### src/rtl/recal_pkg.sv
package recal_pkg;
    typedef enum logic [2:0] {
        S_IDLE,
        S_GAP,
        S_HIGH,
        S_DONE,
        S_FAIL
    } rstate_t;
endpackage

### src/rtl/recal_limit.sv
module recal_limit #(
    parameter int CNT_W  = 12,
    parameter int LIM_00 = 85,
    parameter int LIM_01 = 3925,
    parameter int LIM_10 = 255,
    parameter int LIM_11 = 4095
) (
    input  logic             etr_q,
    input  logic             xrc_q,
    output logic [CNT_W-1:0] limit
);
    localparam int NSEL = 4;
    localparam int LIMS [NSEL] = '{LIM_00, LIM_01, LIM_10, LIM_11};

    logic [CNT_W-1:0] table_w [NSEL];

    for (genvar i = 0; i < NSEL; i++) begin : g_tab
        assign table_w[i] = CNT_W'(LIMS[i]);
    end

    // index is {xrc, etr}
    assign limit = table_w[{xrc_q, etr_q}];
endmodule

### src/rtl/recal_count.sv
module recal_count #(
    parameter int CNT_W = 12
) (
    input  logic             clk,
    input  logic             rst_n,
    input  logic             clr,
    input  logic             inc,
    input  logic [CNT_W-1:0] limit,
    output logic             at_limit
);
    logic [CNT_W-1:0] cnt;

    always_ff @(posedge clk or negedge rst_n) begin
        if (!rst_n) begin
            cnt <= '0;
        end else if (clr) begin
            cnt <= '0;
        end else if (inc) begin
            cnt <= cnt + 1'b1;
        end
    end

    assign at_limit = (cnt == limit);

    // never count past the selected ceiling
    a_r2_no_overrun: assert property (@(posedge clk) disable iff (!rst_n)
        inc && !clr |-> cnt < limit);
endmodule

### src/rtl/recal_fsm.sv
module recal_fsm
    import recal_pkg::*;
(
    input  logic clk,
    input  logic rst_n,
    input  logic soft_rst,
    input  logic start,
    input  logic trk0,
    input  logic tick,
    input  logic at_limit,
    output logic cnt_clr,
    output logic cnt_inc,
    output logic latch,
    output logic step,
    output logic dir,
    output logic busy,
    output logic done,
    output logic error
);
    rstate_t state, nxt;

    always_comb begin
        nxt     = state;
        cnt_inc = 1'b0;
        cnt_clr = 1'b0;
        latch   = 1'b0;
        if (soft_rst) begin
            nxt     = S_IDLE;
            cnt_clr = 1'b1;
        end else begin
            unique case (state)
                S_IDLE: begin
                    if (start) begin
                        latch   = 1'b1;
                        cnt_clr = 1'b1;
                        nxt     = trk0 ? S_DONE : S_GAP;
                    end
                end
                S_GAP: begin
                    if (tick) begin
                        if (trk0) begin
                            nxt = S_DONE;
                        end else if (at_limit) begin
                            nxt = S_FAIL;
                        end else begin
                            nxt     = S_HIGH;
                            cnt_inc = 1'b1;
                        end
                    end
                end
                S_HIGH: begin
                    if (tick) nxt = S_GAP;
                end
                S_DONE:  nxt = S_IDLE;
                S_FAIL:  nxt = S_IDLE;
                default: nxt = S_IDLE;
            endcase
        end
    end

    always_ff @(posedge clk or negedge rst_n) begin
        if (!rst_n) state <= S_IDLE;
        else        state <= nxt;
    end

    always_comb begin
        step  = (state == S_HIGH);
        busy  = (state == S_GAP) || (state == S_HIGH);
        dir   = busy;
        done  = (state == S_DONE);
        error = (state == S_FAIL);
    end

    // direction toward the outer track while stepping
    a_r5_dir_held: assert property (@(posedge clk) disable iff (!rst_n)
        busy |-> dir);
    // a pulse stays high until the next tick
    a_r5_pulse_width: assert property (@(posedge clk) disable iff (!rst_n)
        step && !tick && !soft_rst |=> step);
    // done and error never together
    a_r3_excl: assert property (@(posedge clk) disable iff (!rst_n)
        !(done && error));
    // track zero seen on a tick while step low ends with done
    a_r3_trk0_stop: assert property (@(posedge clk) disable iff (!rst_n)
        busy && !step && tick && trk0 && !soft_rst |=> done && !step);
    // software reset clears all activity next cycle
    a_r8_soft_abort: assert property (@(posedge clk) disable iff (!rst_n)
        soft_rst |=> !busy && !step && !done && !error);
    // a start while busy never drops the sequence without an outcome
    a_r6_busy_start: assert property (@(posedge clk) disable iff (!rst_n)
        busy && start && !soft_rst |=> busy || done || error);
endmodule

### src/rtl/recal_seq.sv
module recal_seq #(
    parameter int LIM_00 = 85,
    parameter int LIM_01 = 3925,
    parameter int LIM_10 = 255,
    parameter int LIM_11 = 4095
) (
    input  logic clk,
    input  logic rst_n,
    input  logic soft_rst,
    input  logic start,
    input  logic trk0,
    input  logic tick,
    input  logic etr_mode,
    input  logic xrc_mode,
    output logic step,
    output logic dir,
    output logic busy,
    output logic done,
    output logic error
);
    localparam int MAX_A = (LIM_00 > LIM_01) ? LIM_00 : LIM_01;
    localparam int MAX_B = (LIM_10 > LIM_11) ? LIM_10 : LIM_11;
    localparam int LIM_MAX = (MAX_A > MAX_B) ? MAX_A : MAX_B;
    localparam int CNT_W = $clog2(LIM_MAX + 1);

    logic             etr_q, xrc_q;
    logic             latch, cnt_clr, cnt_inc, at_limit;
    logic [CNT_W-1:0] limit;

    // Mode capture; software reset clears the extended-recalibrate bit
    always_ff @(posedge clk or negedge rst_n) begin
        if (!rst_n) begin
            etr_q <= 1'b0;
            xrc_q <= 1'b0;
        end else if (soft_rst) begin
            xrc_q <= 1'b0;
        end else if (latch) begin
            etr_q <= etr_mode;
            xrc_q <= xrc_mode;
        end
    end

    recal_limit #(
        .CNT_W(CNT_W), .LIM_00(LIM_00), .LIM_01(LIM_01),
        .LIM_10(LIM_10), .LIM_11(LIM_11)
    ) u_limit (
        .etr_q (etr_q),
        .xrc_q (xrc_q),
        .limit (limit)
    );

    recal_count #(.CNT_W(CNT_W)) u_count (
        .clk      (clk),
        .rst_n    (rst_n),
        .clr      (cnt_clr),
        .inc      (cnt_inc),
        .limit    (limit),
        .at_limit (at_limit)
    );

    recal_fsm u_fsm (
        .clk      (clk),
        .rst_n    (rst_n),
        .soft_rst (soft_rst),
        .start    (start),
        .trk0     (trk0),
        .tick     (tick),
        .at_limit (at_limit),
        .cnt_clr  (cnt_clr),
        .cnt_inc  (cnt_inc),
        .latch    (latch),
        .step     (step),
        .dir      (dir),
        .busy     (busy),
        .done     (done),
        .error    (error)
    );

    // extended-recalibrate bit is zero after a software reset
    a_r8_xrc_clear: assert property (@(posedge clk) disable iff (!rst_n)
        soft_rst |=> !xrc_q);
    // latched modes stay put while a sequence runs
    a_r7_modes_stable: assert property (@(posedge clk) disable iff (!rst_n)
        busy && $past(busy) && !$past(soft_rst) |-> $stable(etr_q) && $stable(xrc_q));
endmodule

### config.mk
export PLATFORM = sky130hd
export DESIGN_NAME = recal_seq
export DESIGN_NICKNAME = d
export VERILOG_FILES = /design/src/rtl/recal_pkg.sv /design/src/rtl/recal_limit.sv /design/src/rtl/recal_count.sv /design/src/rtl/recal_fsm.sv /design/src/rtl/recal_seq.sv
export SDC_FILE = /design/constraint.sdc
export NUM_CORES = 1
export LEC_CHECK = 0
export BUFFER_PORTS_ARGS = -buffer_cell sky130_fd_sc_hd__buf_2
export CAP_MARGIN = 10
export CORE_MARGIN = 8
export CORE_UTILIZATION = 30
export CTS_CLUSTER_SIZE = 8
export DETAILED_ROUTE_END_ITERATION = 7
export GPL_TIMING_DRIVEN = 0
export PLACE_DENSITY = 0.55
export SKIP_CTS_REPAIR_TIMING = 1
export SLEW_MARGIN = 20
export SYNTH_ARGS = -nofsm -noshare
export SYNTH_HDL_FRONTEND = slang
export SYNTH_SLANG_ARGS = --single-unit
### constraint.sdc
create_clock -name clk -period 4.6 [get_ports clk]
set_clock_uncertainty 0.05 [all_clocks]
set_input_delay 0.69 -clock clk [delete_from_list [all_inputs] [get_ports clk]]
set_output_delay 0.69 -clock clk [all_outputs]
set_load 0.005 [all_outputs]
==> flow_metrics.env, run 1 <==
export IMPL_gr_total_overflow=0
export IMPL_fin_nets=139
export IMPL_synth_adder_area_share_pct=1.18
export IMPL_cp_arrival_ps=2310
export IMPL_start_util_pct=31.4
export IMPL_syn_inst=114
export IMPL_worst_r2r_cell_count=6
export IMPL_syn_area_mm2=0.00106
export IMPL_wire_per_inst_um=14.4
export IMPL_ys_async_sr_fraction_pct=100
export IMPL_grt_pass1_vias=914
export IMPL_ys_seq_area_share_pct=40.2
export IMPL_ys_flop_type="dfrtp_1"
export IMPL_syn_num_nets=123
export IMPL_max_freq_mhz=468
export IMPL_criticalPathCategory="register to register"
export IMPL_cts_htree_levels=1
export IMPL_syn_avg_cell_area_um2=9.27
export IMPL_slowest_stage="or4_1"
export IMPL_yosys_warnings=0
export IMPL_antenna_found_initial=0
export IMPL_timing_rr_start="u_count.cnt[1]$_DFFE_PN0P_"
export IMPL_seq_power_share_pct=51.5
export IMPL_status="finished, final reports clean"
export IMPL_chipWidth_um=75.4
export IMPL_max_stage_delay_ps=550
export IMPL_intPower_w=0.000220
export IMPL_drive_gt1_share_pct=20.9
export IMPL_p_sw_share_pct=28.9
export IMPL_cp_required_ps=4780
export IMPL_vias=927
export IMPL_viasPerCell=5.30
export IMPL_tightest_slew_ps=641
export IMPL_synth_commonest_cells="dfrtp_1, nor2_1, nand2_1, nand3_1, a21oi_1"
export IMPL_synthMuxAreaShare_pct=4.85
export IMPL_hold_viol=0
export IMPL_drv_cap=0
export IMPL_first_pass_iters=6
export IMPL_report_final_slew_viol_count=0
export IMPL_pwr_share_clk_pct=26.7
export IMPL_synth_edf_count=0
export IMPL_n_antenna_cell=0
export IMPL_grt_pass1_wl_um=4350
export IMPL_path_max_fanout=10
export IMPL_relSlewSlack_pct=56.7
export IMPL_ios=13
export IMPL_die_h_um=75.4
export IMPL_grt_util_all_layers_pct=9.62
export IMPL_gp_congestion=0.834
export IMPL_wl_um=2510
export IMPL_p_switching_w=0.0000895
export IMPL_endpoint_kind="register"
export IMPL_fin_ws_ps=2460
export IMPL_setup_viol=0
export IMPL_synth_top_area_cell="dfrtp_1"
export IMPL_p_per_area_mw_per_mm2=259
export IMPL_rsz0062_at_grt="false"
export IMPL_drc=0
export IMPL_fillCellCount=383
export IMPL_fin_crit_ps=2140
export IMPL_synth_top_area_share_pct=40.2
export IMPL_synth_xor_area_share_pct=2.49
export IMPL_die_area_mm2=0.00568
export IMPL_whs_ps=249
export IMPL_r2r_end="u_count.cnt[3]$_DFFE_PN0P_"
export IMPL_synth_compound_area_share_pct=13.1
export IMPL_cts_tree="done"
export IMPL_fin_setup_tns_ps=0
export IMPL_synth_simple_gate_area_share_pct=34.0
export IMPL_numCtsBuffers=3
export IMPL_hp_class="input port to async pin"
export IMPL_clock_sinks=17
export IMPL_core_area_mm2=0.00336
export IMPL_cts_buffer_depth=2
export IMPL_rows=21
export IMPL_postRouteAntennaNets=0
export IMPL_r2r_slack_ps=2460
export IMPL_p_leak_nw=0.489
export IMPL_start_kind="register"
export IMPL_yosys_cell_types_count=38
export IMPL_crit_start="u_count.cnt[1]$_DFFE_PN0P_"
export IMPL_min_period_over_period_pct=46.4
export IMPL_clk_insertion_delay_late_ps=300
export IMPL_combinationalPowerShare_pct=21.8
export IMPL_synth_seq_cells=17
export IMPL_areaGrowthSynthToFinish_pct=13.1
export IMPL_path_clk_slew_ps=110
export IMPL_synth_top_family_by_area="simple AND/OR/NAND/NOR gates"
export IMPL_cts_root_buf="clkbuf_4"
export IMPL_drt_initial_drc_count=46
export IMPL_dpl_hpwl_um=1820
export IMPL_dp_slack_ps=2290
export IMPL_ir_drop_mv=0.103
export IMPL_grt_max_degree=18
export IMPL_port_buffer_count=11
export IMPL_ys_top_cells_by_area="dfrtp_1, nand3_1, or4_1, mux2i_1, nor2_1"
export IMPL_synth_most_common_cell="dfrtp_1"
export IMPL_crit_chain="or4_1, o22ai_2, and3_1, buf_4, o311ai_0, nand2_1"
## sequential cells by signal (all words and copies together) (netlist names)
name,cells
xrc_q,1
etr_q,1
u_fsm.state,3
u_count.cnt,12
## per-layer routing
layer | part of all wire [%] | global-route usage [%] | vias to the layer above
li1 | - | - | 458
met3 | 4.8 | 2.76 | 0
met5 | 0 | 0 | -
met1 | 49 | 12.5 | 446
met4 | 0 | 1.71 | 0
met2 | 46 | 15.5 | 23
## stage by stage
| stage | cell area, um^2 | utilization [%] | cells | total power [W] |
|---|---|---|---|---|
| after floorplan | 1060 | - | 114 | 0.000209 |
| after detailed placement | 1170 | 34.8 | 171 | 0.000230 |
| after global routing | 1200 | 35.6 | 175 | 0.000329 |
| after CTS | 1200 | 35.6 | 175 | 0.000315 |
| final | 1200 | 35.6 | 175 | 0.000310 |
| after global placement | 1170 | 34.8 | 171 | 0.000229 |
## cell usage in the layout (no fill, tap or decap), types with 2 or more instances in the layout
cell      netlist  routed
a21oi_1         7       7
a31oi_1         2       2
and3_1          2       2
and4_1          2       2
buf_2           2      13
buf_4           2       2
clkbuf_1        1       2
clkbuf_4        0       3
dfrtp_1        17      17
mux2i_1         4       4
nand2_1         9       9
nand3_1         9       9
nand4_1         3       3
nor2_1         10      10
nor3_1          2       2
nor3b_1         2       2
nor4b_1         2       2
o21ai_0         4       4
o22ai_2         2       2
o31ai_1         4       4
or3_1           3       3
or4_1           6       6
xnor2_1         3       3
## worst max path at each step
| stage | slack (ps) | depth (start not counted) | to |
|---|---|---|---|
| 2_1_floorplan | 2480 | 5 | u_count.cnt[10]$_DFFE_PN0P_ |
| 3_3_place_gp | 2310 | 6 | u_count.cnt[10]$_DFFE_PN0P_ |
| 3_5_place_dp | 2290 | 6 | u_count.cnt[10]$_DFFE_PN0P_ |
| 4_1_cts | 2490 | 6 | u_count.cnt[3]$_DFFE_PN0P_ |
| 5_1_grt | 2360 | 6 | u_count.cnt[3]$_DFFE_PN0P_ |
| 6_report | 2460 | 6 | u_count.cnt[3]$_DFFE_PN0P_ |
## cell families (layout without fill, tap and decap cells)
kind of cell	Yosys count	count (layout)
fa+ha+maj	1	1
compound gates	21	21
xor+xnor	3	3
flops	17	17
buf+inv	7	22
simple gates	60	60
mux	5	5
## worst max-delay path: cells and delay by family, from the launching register on
kind | cells | cell delay (ps)
compound gates | 2 | 390
buf+inv | 1 | 210
flops | 1 | 460
simple gates | 3 | 970
## power by group through the flow
stage	sequential [W]	clock, W	combinational, W
floorplan	0.000161	0	0.0000474
global placement	0.000162	0	0.0000668
detailed placement	0.000163	0	0.0000677
CTS	0.000160	0.0000866	0.0000683
global route	0.000161	0.0000928	0.0000756
finish	0.000160	0.0000827	0.0000675
## cell type report
cell class / instances / area [um^2] / share of cell area [%]
Multi-Input combinational cell: 90 / 588 / 49.2
Timing Repair Buffer: 11 / 55.1 / 4.60
Inverter: 1 / 3.75 / 0.314
Buffer: 6 / 40.0 / 3.35
Sequential cell: 17 / 425 / 35.6
Clock buffer: 4 / 26.3 / 2.20
Tap cell: 46 / 57.6 / 4.81
(Power assumes the default switching activity.)
==> run 2, diff against run 1 <==
==> constraint.sdc (replaced) <==
create_clock -name clk -period 2 [get_ports clk]
set_clock_uncertainty 0.05 [all_clocks]
set_input_delay 0.3 -clock clk [delete_from_list [all_inputs] [get_ports clk]]
set_output_delay 0.3 -clock clk [all_outputs]
set_load 0.005 [all_outputs]
==> run 2 against run 1 <==
Compared with the run above: final area grew 7.3%; critical path type unchanged; maximum frequency is 11% higher; critical endpoint is now u_count.cnt[10]$_DFFE_PN0P_; setup slack got worse by 2400 ps; flip-flop and latch count is the same.
==> flow_metrics.env, run 2 (synthesis results as in run 1) <==
export IMPL_chipWidth_um=75.4
export IMPL_fin_nets=144
export IMPL_drc=0
export IMPL_pwr_share_clk_pct=26.0
export IMPL_wire_per_inst_um=14.4
export IMPL_p_leak_nw=0.517
export IMPL_fillCellCount=381
export IMPL_min_period_over_period_pct=96.2
export IMPL_die_h_um=75.4
export IMPL_fin_crit_ps=1920
export IMPL_rsz0062_at_grt="false"
export IMPL_grt_pass1_vias=914
export IMPL_relSlewSlack_pct=73.0
export IMPL_final_common_cell="dfrtp_1"
export IMPL_top_register="u_count.cnt"
export IMPL_start_kind="register"
export IMPL_grt_pass1_wl_um=4350
export IMPL_path_max_fanout=9
export IMPL_vias=948
export IMPL_cp_required_ps=2180
export IMPL_status="finished, final reports clean"
export IMPL_setup_viol=0
export IMPL_n_antenna_cell=0
export IMPL_drv_cap=0
export IMPL_max_freq_mhz=519
export IMPL_cts_buffer_depth=2
export IMPL_power_w=0.000736
export IMPL_drive_gt1_share_pct=28.4
export IMPL_grt_util_all_layers_pct=9.62
export IMPL_largestRegisters="u_count.cnt: 12 flops, u_fsm.state: 3 flops"
export IMPL_intPower_w=0.000522
export IMPL_report_final_slew_viol_count=0
export IMPL_p_switching_w=0.000214
export IMPL_endpoint_kind="register"
export IMPL_path_clk_slew_ps=110
export IMPL_cts_htree_levels=1
export IMPL_hp_class="input port to register"
export IMPL_combinationalPowerShare_pct=24.1
export IMPL_multi_input_area_um2=629
export IMPL_p_per_area_mw_per_mm2=573
export IMPL_start_util_pct=31.4
export IMPL_areaGrowthSynthToFinish_pct=21.4
export IMPL_clk_insertion_delay_late_ps=290
export IMPL_seq_power_share_pct=49.9
export IMPL_utilization_pct=38.2
export IMPL_clock_sinks=17
export IMPL_layout_common_cells="dfrtp_1, buf_2, nor2_1"
export IMPL_ir_drop_mv=0.245
export IMPL_p_sw_share_pct=29.1
export IMPL_tightest_slew_ps=404
export IMPL_rows=21
export IMPL_gr_total_overflow=0
export IMPL_largest_reg_flops=12
export IMPL_grt_max_degree=18
export IMPL_dpl_hpwl_um=1820
export IMPL_hold_viol=0
export IMPL_ios=13
export IMPL_core_area_mm2=0.00336
export IMPL_die_area_mm2=0.00568
export IMPL_antenna_found_initial=0
export IMPL_criticalPathCategory="register to register"
export IMPL_wl_um=2590
export IMPL_first_pass_iters=4
export IMPL_cp_arrival_ps=2100
export IMPL_regArea_um2=428
export IMPL_postRouteAntennaNets=0
export IMPL_gp_congestion=0.834
export IMPL_grtUsageMet3_pct=2.76
export IMPL_numCtsBuffers=3
export IMPL_drt_initial_drc_count=26
export IMPL_grtUsageMet1_pct=12.5
export IMPL_cts_root_buf="clkbuf_4"
export IMPL_cts_tree="done"
export IMPL_port_buffer_count=11
export IMPL_viasPerCell=5.27
export IMPL_gr_usage_met2_pct=15.5
export IMPL_grt_busiest_layer="met2"
-- run 2: cell count changes in the layout (fill, tap and decap cells not counted), sizes merged --
cell         before  now
dlygate4sd3       0    1
buf              16   20
-- run 2: layer usage --
metal,part of all wire (%),vias up
met5,0,-
met4,0,0
met3,5.9,0
met2,46,25
met1,48,454
li1,-,469
-- run 2: power groups by stage --
| stage | sequential [W] | clock, W | combinational, W |
|---|---|---|---|
| floorplan | 0.000371 | 0 | 0.000109 |
| finish | 0.000367 | 0.000191 | 0.000177 |
| CTS | 0.000367 | 0.000199 | 0.000157 |
| detailed placement | 0.000374 | 0 | 0.000156 |
| global route | 0.000370 | 0.000215 | 0.000196 |
| global placement | 0.000373 | 0 | 0.000154 |
-- run 2: worst paths after layout --
check,endpoint,cells after the start,start,slack [ps]
max in group asynchronous,u_count.cnt[1]$_DFFE_PN0P_,2,rst_n,1170
min,etr_q$_DFFE_PN0P_,2,etr_mode,180
min in group asynchronous,u_count.cnt[11]$_DFFE_PN0P_,2,rst_n,410
max reg2reg,u_count.cnt[10]$_DFFE_PN0P_,6,u_fsm.state[1]$_DFFE_PN0P_,80
max,u_count.cnt[10]$_DFFE_PN0P_,6,u_fsm.state[1]$_DFFE_PN0P_,80
min reg2reg,u_count.cnt[0]$_DFFE_PN0P_,1,u_count.cnt[0]$_DFFE_PN0P_,510
-- run 2: per-stage QoR --
stage,std cells,area [um^2],TNS [ps],hold WS [ps],worst slack [ps]
after floorplan,114,1060,0,-45.6,176
after global placement,171,1170,-135,197,-42.3
after detailed placement,171,1170,-165,205,-47.7
after CTS,175,1200,-600,-125,-107
after global routing,180,1280,0,172,8.96
final,180,1280,0,184,75.0
-- run 2: layout make-up --
cell class | count | share of cell area (%)
multi-input combinational | 90 | 49.0
buffer | 6 | 3.41
sequential | 17 | 33.3
inverter | 1 | 0.292
tap | 46 | 4.48
clock buffer | 4 | 2.05
timing repair buffer | 16 | 7.41
-- run 2: critical path: stages (launching register included) --
cell and delay, ps:
dfrtp_1 370, buf_2 180, nor2_4 190, nand3_4 90, or3_4 420, or4_1 400
a21oi_1 150
